**src/rtl/tmr_pkg.sv**
```systemverilog
package tmr_pkg;
   localparam int unsigned TMR_MAX_CH   = 3;
   localparam int unsigned OFF_OCTL     = 0;
   localparam int unsigned OFF_START    = 4;
   localparam int unsigned BANK_BASE    = 8;
   localparam int unsigned BANK_STRIDE  = 12;
   localparam int unsigned CTL_SEL_W    = 3;
   localparam int unsigned CTL_IE_BIT   = 3;
   localparam int unsigned CTL_FLAG_BIT = 4;

   typedef enum logic [1:0] {
      REG_RELOAD = 2'd0,
      REG_COUNT  = 2'd1,
      REG_CTRL   = 2'd2,
      REG_NONE   = 2'd3
   } tmr_reg_e;

   typedef struct packed {
      logic                  hit_octl;
      logic                  hit_start;
      logic [TMR_MAX_CH-1:0] hit_ch;
      tmr_reg_e              reg_sel;
      logic                  miss;
   } tmr_dec_t;
endpackage

```
**src/rtl/tmr_decode.sv**
```systemverilog
module tmr_decode
   import tmr_pkg::*;
#(
   parameter int unsigned ADDR_W   = 6,
   parameter int unsigned NCH      = 3,
   parameter bit          HAS_OCTL = 1'b1
) (
   input  logic [ADDR_W-1:0] addr,
   output tmr_dec_t          dec
);
   logic aligned;
   logic [TMR_MAX_CH-1:0] bank_hit;
   logic [1:0] bank_idx [TMR_MAX_CH];

   assign aligned = (addr[1:0] == 2'b00);

   for (genvar c = 0; c < TMR_MAX_CH; c++) begin : g_bank
      if (c < NCH) begin : g_on
         localparam int unsigned BASE = BANK_BASE + c * BANK_STRIDE;
         logic [ADDR_W-1:0] rel;
         assign rel         = addr - ADDR_W'(BASE);
         assign bank_hit[c] = aligned && (addr >= ADDR_W'(BASE)) &&
                              (rel < ADDR_W'(BANK_STRIDE));
         assign bank_idx[c] = rel[3:2];
      end else begin : g_off
         assign bank_hit[c] = 1'b0;
         assign bank_idx[c] = 2'd3;
      end
   end

   always_comb begin
      dec.hit_octl  = HAS_OCTL && aligned && (addr == ADDR_W'(OFF_OCTL));
      dec.hit_start = aligned && (addr == ADDR_W'(OFF_START));
      dec.hit_ch    = bank_hit;
      dec.reg_sel   = REG_NONE;
      for (int c = 0; c < TMR_MAX_CH; c++) begin
         if (bank_hit[c]) dec.reg_sel = tmr_reg_e'(bank_idx[c]);
      end
      dec.miss = !(dec.hit_octl || dec.hit_start || (|bank_hit));
   end
endmodule

```
**src/rtl/tmr_prescale.sv**
```systemverilog
module tmr_prescale #(
   parameter int unsigned SEL_W   = 3,
   parameter int unsigned MAX_SEL = 4
) (
   input  logic             clk,
   input  logic             rst_n,
   input  logic             run,
   input  logic             clr,
   input  logic [SEL_W-1:0] sel,
   output logic             tick
);
   localparam int unsigned PS_W = 2 * (MAX_SEL + 1);

   logic [PS_W-1:0] ps_q;
   logic [PS_W-1:0] mask;

   function automatic logic [PS_W-1:0] sel_mask(input logic [SEL_W-1:0] s);
      logic [PS_W-1:0] m;
      m = '0;
      for (int k = 0; k <= int'(MAX_SEL); k++) begin
         if (k <= int'(s)) m[2*k +: 2] = 2'b11;
      end
      return m;
   endfunction

   assign mask = sel_mask(sel);
   assign tick = run && ((ps_q & mask) == mask);

   always_ff @(posedge clk) begin
      if (!rst_n)   ps_q <= '0;
      else if (clr) ps_q <= '0;
      else if (run) ps_q <= ps_q + 1'b1;
   end
endmodule

```
**src/rtl/tmr_channel.sv**
```systemverilog
module tmr_channel
   import tmr_pkg::*;
#(
   parameter int unsigned DATA_W  = 32,
   parameter int unsigned MAX_SEL = 4
) (
   input  logic              clk,
   input  logic              rst_n,
   input  logic              run,
   input  logic              wr_reload,
   input  logic              wr_count,
   input  logic              wr_ctrl,
   input  logic [DATA_W-1:0] wdata,
   output logic [DATA_W-1:0] reload_o,
   output logic [DATA_W-1:0] count_o,
   output logic [DATA_W-1:0] ctrl_o,
   output logic              irq_o
);
   logic [DATA_W-1:0]    reload_q, count_q;
   logic [CTL_SEL_W-1:0] sel_q;
   logic                 ie_q, flag_q;
   logic                 tick, underflow;

   tmr_prescale #(.SEL_W(CTL_SEL_W), .MAX_SEL(MAX_SEL)) u_ps (
      .clk  (clk),
      .rst_n(rst_n),
      .run  (run),
      .clr  (wr_ctrl),
      .sel  (sel_q),
      .tick (tick)
   );

   assign underflow = tick && (count_q == '0);

   always_ff @(posedge clk) begin
      if (!rst_n) begin
         reload_q <= '1;
         count_q  <= '1;
         sel_q    <= '0;
         ie_q     <= 1'b0;
         flag_q   <= 1'b0;
      end else begin
         if (wr_reload) reload_q <= wdata;
         if (wr_count)       count_q <= wdata;
         else if (underflow) count_q <= reload_q;
         else if (tick)      count_q <= count_q - 1'b1;
         if (wr_ctrl) begin
            sel_q <= wdata[CTL_SEL_W-1:0];
            ie_q  <= wdata[CTL_IE_BIT];
         end
         if (underflow)                          flag_q <= 1'b1;
         else if (wr_ctrl && !wdata[CTL_FLAG_BIT]) flag_q <= 1'b0;
      end
   end

   assign reload_o = reload_q;
   assign count_o  = count_q;
   assign ctrl_o   = DATA_W'({flag_q, ie_q, sel_q});
   assign irq_o    = flag_q && ie_q;
endmodule

```
**src/rtl/tmr_unit.sv**
```systemverilog
module tmr_unit
   import tmr_pkg::*;
#(
   parameter int unsigned ADDR_W   = 6,
   parameter int unsigned DATA_W   = 32,
   parameter bit          THREE_CH = 1'b1,
   parameter bit          HAS_OCTL = 1'b1,
   parameter int unsigned MAX_SEL  = 4
) (
   input  logic                  clk,
   input  logic                  rst_n,
   input  logic                  req_valid,
   input  logic                  req_write,
   input  logic [ADDR_W-1:0]     req_addr,
   input  logic [DATA_W-1:0]     req_wdata,
   output logic                  rsp_valid,
   output logic [DATA_W-1:0]     rsp_rdata,
   output logic                  err_pulse,
   output logic                  octl_o,
   output logic [TMR_MAX_CH-1:0] irq_o
);
   localparam int unsigned NCH = THREE_CH ? 3 : 2;
   localparam logic [TMR_MAX_CH-1:0] CH_MASK = TMR_MAX_CH'((1 << NCH) - 1);

   if (ADDR_W < 6)   begin : g_bad_addr  $error("ADDR_W must cover the window"); end
   if (DATA_W < 8)   begin : g_bad_data  $error("DATA_W too small"); end
   if (MAX_SEL > 7)  begin : g_bad_sel   $error("MAX_SEL exceeds select field"); end

   tmr_dec_t dec;
   logic wr, rd, start_bad;
   logic octl_q;
   logic [TMR_MAX_CH-1:0] start_q;
   logic [TMR_MAX_CH-1:0][DATA_W-1:0] rel_vec, cnt_vec, ctl_vec;
   logic [DATA_W-1:0] rd_next, rdata_q;
   logic rvalid_q, err_q;

   tmr_decode #(.ADDR_W(ADDR_W), .NCH(NCH), .HAS_OCTL(HAS_OCTL)) u_dec (
      .addr(req_addr),
      .dec (dec)
   );

   assign wr        = req_valid && req_write;
   assign rd        = req_valid && !req_write;
   assign start_bad = wr && dec.hit_start && (NCH < TMR_MAX_CH) &&
                      req_wdata[TMR_MAX_CH-1];

   for (genvar c = 0; c < TMR_MAX_CH; c++) begin : g_ch
      if (c < NCH) begin : g_on
         logic sel_me;
         assign sel_me = wr && dec.hit_ch[c];
         tmr_channel #(.DATA_W(DATA_W), .MAX_SEL(MAX_SEL)) u_ch (
            .clk      (clk),
            .rst_n    (rst_n),
            .run      (start_q[c]),
            .wr_reload(sel_me && (dec.reg_sel == REG_RELOAD)),
            .wr_count (sel_me && (dec.reg_sel == REG_COUNT)),
            .wr_ctrl  (sel_me && (dec.reg_sel == REG_CTRL)),
            .wdata    (req_wdata),
            .reload_o (rel_vec[c]),
            .count_o  (cnt_vec[c]),
            .ctrl_o   (ctl_vec[c]),
            .irq_o    (irq_o[c])
         );
      end else begin : g_off
         assign rel_vec[c] = '0;
         assign cnt_vec[c] = '0;
         assign ctl_vec[c] = '0;
         assign irq_o[c]   = 1'b0;
      end
   end

   always_comb begin
      rd_next = '0;
      if (dec.hit_octl)       rd_next = DATA_W'(octl_q);
      else if (dec.hit_start) rd_next = DATA_W'(start_q);
      else begin
         for (int c = 0; c < TMR_MAX_CH; c++) begin
            if (dec.hit_ch[c]) begin
               case (dec.reg_sel)
                  REG_RELOAD: rd_next = rel_vec[c];
                  REG_COUNT:  rd_next = cnt_vec[c];
                  REG_CTRL:   rd_next = ctl_vec[c];
                  default:    rd_next = '0;
               endcase
            end
         end
      end
   end

   always_ff @(posedge clk) begin
      if (!rst_n) begin
         octl_q   <= 1'b0;
         start_q  <= '0;
         rdata_q  <= '0;
         rvalid_q <= 1'b0;
         err_q    <= 1'b0;
      end else begin
         rvalid_q <= rd;
         rdata_q  <= rd ? rd_next : '0;
         err_q    <= req_valid && (dec.miss || start_bad);
         if (wr && dec.hit_octl)  octl_q  <= req_wdata[0];
         if (wr && dec.hit_start) start_q <= req_wdata[TMR_MAX_CH-1:0] & CH_MASK;
      end
   end

   assign rsp_valid = rvalid_q;
   assign rsp_rdata = rdata_q;
   assign err_pulse = err_q;
   assign octl_o    = octl_q;
endmodule

```
**config.mk**
```make
export PLATFORM = sky130hd
export DESIGN_NAME = tmr_unit
export DESIGN_NICKNAME = d
export VERILOG_FILES = /design/src/rtl/tmr_pkg.sv /design/src/rtl/tmr_decode.sv /design/src/rtl/tmr_prescale.sv /design/src/rtl/tmr_channel.sv /design/src/rtl/tmr_unit.sv
export SDC_FILE = /design/constraint.sdc
export NUM_CORES = 1
export LEC_CHECK = 0
export ABC_AREA = 1
export CORE_ASPECT_RATIO = 0.6
export CORE_UTILIZATION = 55
export DETAILED_ROUTE_END_ITERATION = 10
export PLACE_DENSITY = 0.82
export SLEW_MARGIN = 5
export SYNTH_ARGS = -nofsm -noshare
export SYNTH_HDL_FRONTEND = slang
export SYNTH_SLANG_ARGS = --single-unit
```
**constraint.sdc**
```tcl
create_clock -name clk -period 2.71 [get_ports clk]
set_input_delay 0.4065 -clock clk [delete_from_list [all_inputs] [get_ports clk]]
set_output_delay 0.4065 -clock clk [all_outputs]
set_load 0.01 [all_outputs]
```
==> results.md <==
* Outcome: finished, final reports clean
* Synthesized Nets at 2348
* Initial core utilization at 0.560
* GRT Overall Usage at 0.401
* Count leader, synth: nand2_1
* Post-synthesis xor/xnor area fraction at 0.0477
* Vias in the first global route at 15842
* # hold bufs at CTS at 0
* P&R area growth vs syn at 18.9%
* Worst EP required at 3.10 ns
* Total Power at 8250 µW
* Fin nets at 2472
* HP Start: rst_n
* Share of cells above drive strength 1 at 0.102
* Post-synthesis mux area share at 0.00130
* Hold Path Stages at 3
* I/O pins at 80
* Final setup viols at 0
* Simple logic cell fraction of the synthesized area at 0.248
* Worst-margin pin slew at 0.634 ns
* CTS tree: built
* Largest net degree at the start of global routing at 116
* CP arrival at 3.04 ns
* Sum of negative setup slack at 0 ns
* Largest area contributor in the netlist: dfxtp_1
* GP Congestion at 1.01
* PwrDens at 449 nW/µm²
* NetSw at 2040 µW
* Combinational family with the most area after synthesis: simple AND/OR/NAND/NOR gates
* EDFF count, synth at 0
* Syn_area_per_cell at 6.74 µm²
* Static leakage at 0.00875 µW
* Comb pwr share at 0.064
* Avg WL per Cell at 21.0 µm
* Post-synthesis sequential element count at 275
* FP Rows at 47
* Max Fclk at 0.377 GHz
* Antenna cells at 0
* Worst VDD drop at 0.441 mV
* Crit start category: register
* Type of destination of the critical path: register
* Synth top area cells: dfxtp_1, nand2_1, o21ai_0, inv_1, a21oi_1
* Dpl hpwl at 43000 µm
* R2R Path Start: g_ch[0].g_on.u_ch.count_o[2]
* Mapped Area at 15400 µm²
* Seq/Total Area, Yosys at 0.357
* Worst R2R Setup Slack at 0.06 ns
* MaxCap Viol Count at 0
* Setup Skew at 0.0127 ns
* Reg2reg end: g_ch[0].g_on.u_ch.count_o[19]
* DIE AREA at 28800 µm²
* Compound-cell area share of the yosys netlist at 0.225
* Crit path max fanout at 5
* Primary FF master, synth: dfxtp_1
* Final wirelength at 58700 µm
* R2R cell count at 11
* Drt first pass iters at 6
* Clock Path Buffers at 3
* Post-Synth Adder-Cell Area at 0.0122
* Initial antenna violation count at 1
* Via count at 17121
* Synth top area share at 0.357
* GRT Residual Overflow at 0
* Vias per cell at 6.11
* Clock Power Share at 0.445
* Clock sinks at 275
* Core box area at 27600 µm²
* Hold Path End: rsp_valid
* Max Transition Viols Final at 0
* Crit path cell chain: nor2_1 > nand2_1 > nand3b_1 > nor2_2 > nand2_1 > nor2_1 > inv_1 > o21ai_0 > nand3_1 > o2111ai_1 > o2111ai_1
* Final min period at 2.65 ns
* H-tree Lvls at 1
* HP Class: input pin to register
* Slew headroom at 0.578
* Post-CTS repair timing setup buffer count at 0
* Clock transition at path regs at 0.07 ns
* First-pass GRT wire length at 89300 µm
* Cts bufs inserted at 26
* Fin crit share at 0.979
* I/O Buffers at 79
* FFs w/ async S/R, synth at 0
* Register share of total power at 0.491
* Top post-synthesis cells by count: nand2_1, inv_1, dfxtp_1
* Ys Warns at 0
* Die Y at 132 µm
* Critical-path top delay cell: dfxtp_1
* Netlist cell types at 48
* Final Hold Fails at 0
* Clk_lat worst skew at 0.57 ns
* Switching Share at 0.247
* Post-Synthesis Cells at 2291
* Unrepaired setup endpoints after global routing: true
* Clk Tree Root Cell: clkbuf_16
* CP peak stage delay at 0.38 ns
* Cell Int Power at 6210 µW
* Starting DRT DRC Count at 2931
* Critical path type: register to register
* DRC at 0
* Antenna viol nets, final at 0
* Die X at 218 µm
logic make-up after synthesis:
| group | after synthesis |
|---|---|
| muxes | 2 |
| AOI/OAI and AO/OA | 602 |
| DFF | 275 |
| buffers and inverters | 415 |
| and+or+nand+nor | 898 |
| xor gates and xnor gates | 84 |
| adders and majority gates | 15 |
power groups by stage:
stage / Combinational [µW] / Clock (µW) / Sequential [µW]
after floorplan: 238 / 0 / 4140
after global placement: 496 / 0 / 4140
after detailed placement: 499 / 0 / 4140
after CTS: 502 / 3670 / 4050
after global routing: 551 / 3840 / 4050
final: 527 / 3670 / 4050
sequential cells by signal, summed over array words and instances, names as in the netlist, 3 cells and up:
signal,cells
g_ch.g_on.u_ch.count_o,96
g_ch.g_on.u_ch.flag_q,3
start_q,3
g_ch.g_on.u_ch.ie_q,3
g_ch.g_on.u_ch.sel_q,9
rsp_rdata,32
g_ch.g_on.u_ch.u_ps.ps_q,30
g_ch.g_on.u_ch.reload_o,96
placed cells by master (no fill, tap or decap), types with 18 or more instances in the layout:
cell type	n
o21ai_0	232
clkbuf_16	27
o2111ai_1	39
dfxtp_1	274
o22ai_1	54
nand4_1	25
o211ai_1	55
xnor2_1	18
nor3_1	27
buf_4	106
nand3_1	108
a21oi_1	145
inv_1	274
clkdlybuf4s50_1	77
buf_12	26
o21ai_1	42
inv_2	21
nand2_1	500
nor2_1	178
xor2_1	66
critical path, delay by kind of cell, from the launching register on:
kind	cells	cell delay (ns)
DFF	1	0.38
AOI/OAI and AO/OA	3	0.42
and+or+nand+nor	7	1.52
buffers and inverters	1	0.14
layout make-up:
cell class | count | area (µm²)
inverters | 301 | 1140
multi-input cells | 1601 | 8330
clock inverters | 9 | 48.8
clock buffers | 37 | 773
well taps | 367 | 459
flip-flops and latches | 275 | 5510
fillers | 2437 | 9230
repair buffers | 210 | 2100
per-stage QoR:
| stage | cells | setup slack (ns) | hold slack (ns) | instance area [µm²] | utilization |
|---|---|---|---|---|---|
| floorplan | 2291 | 0.387 | 0.449 | 15400 | - |
| global placement | 2754 | -0.396 | 0.466 | 17400 | 0.632 |
| detailed placement | 2754 | -0.419 | 0.469 | 17400 | 0.632 |
| CTS | 2800 | 0.0679 | 0.150 | 18300 | 0.662 |
| global route | 2800 | -0.0745 | 0.206 | 18300 | 0.665 |
| finish | 2800 | 0.0579 | 0.157 | 18300 | 0.665 |
layer usage:
layer	wire, µm	track usage	part of all wire	vias to the layer above
met1	24400	0.575	0.42	7889
met3	9780	0.164	0.17	182
met5	0	0	0	-
met4	2300	0.142	0.039	0
li1	-	-	-	7875
met2	22200	0.531	0.38	1175
worst max path at each step:
stage,startpoint,endpoint,slack (ns),cells after the start
after detailed placement,req_addr[3],rsp_rdata[31],-0.42,18
after global placement,req_addr[3],rsp_rdata[31],-0.40,17
final,g_ch[0].g_on.u_ch.count_o[2],g_ch[0].g_on.u_ch.count_o[19],0.06,11
after global routing,g_ch[1].g_on.u_ch.count_o[0],g_ch[1].g_on.u_ch.count_o[11],-0.07,15
after CTS,g_ch[2].g_on.u_ch.count_o[2],g_ch[2].g_on.u_ch.count_o[21],0.07,14
after floorplan,req_addr[3],g_ch[0].g_on.u_ch.count_o[2],0.39,18
timing repair:
action	in CTS	in global routing
hold endpoints to repair	0	0
setup endpoints to repair	0	108
gates resized for setup	0	25
No activity file was read; power rests on OpenSTA's default activity.
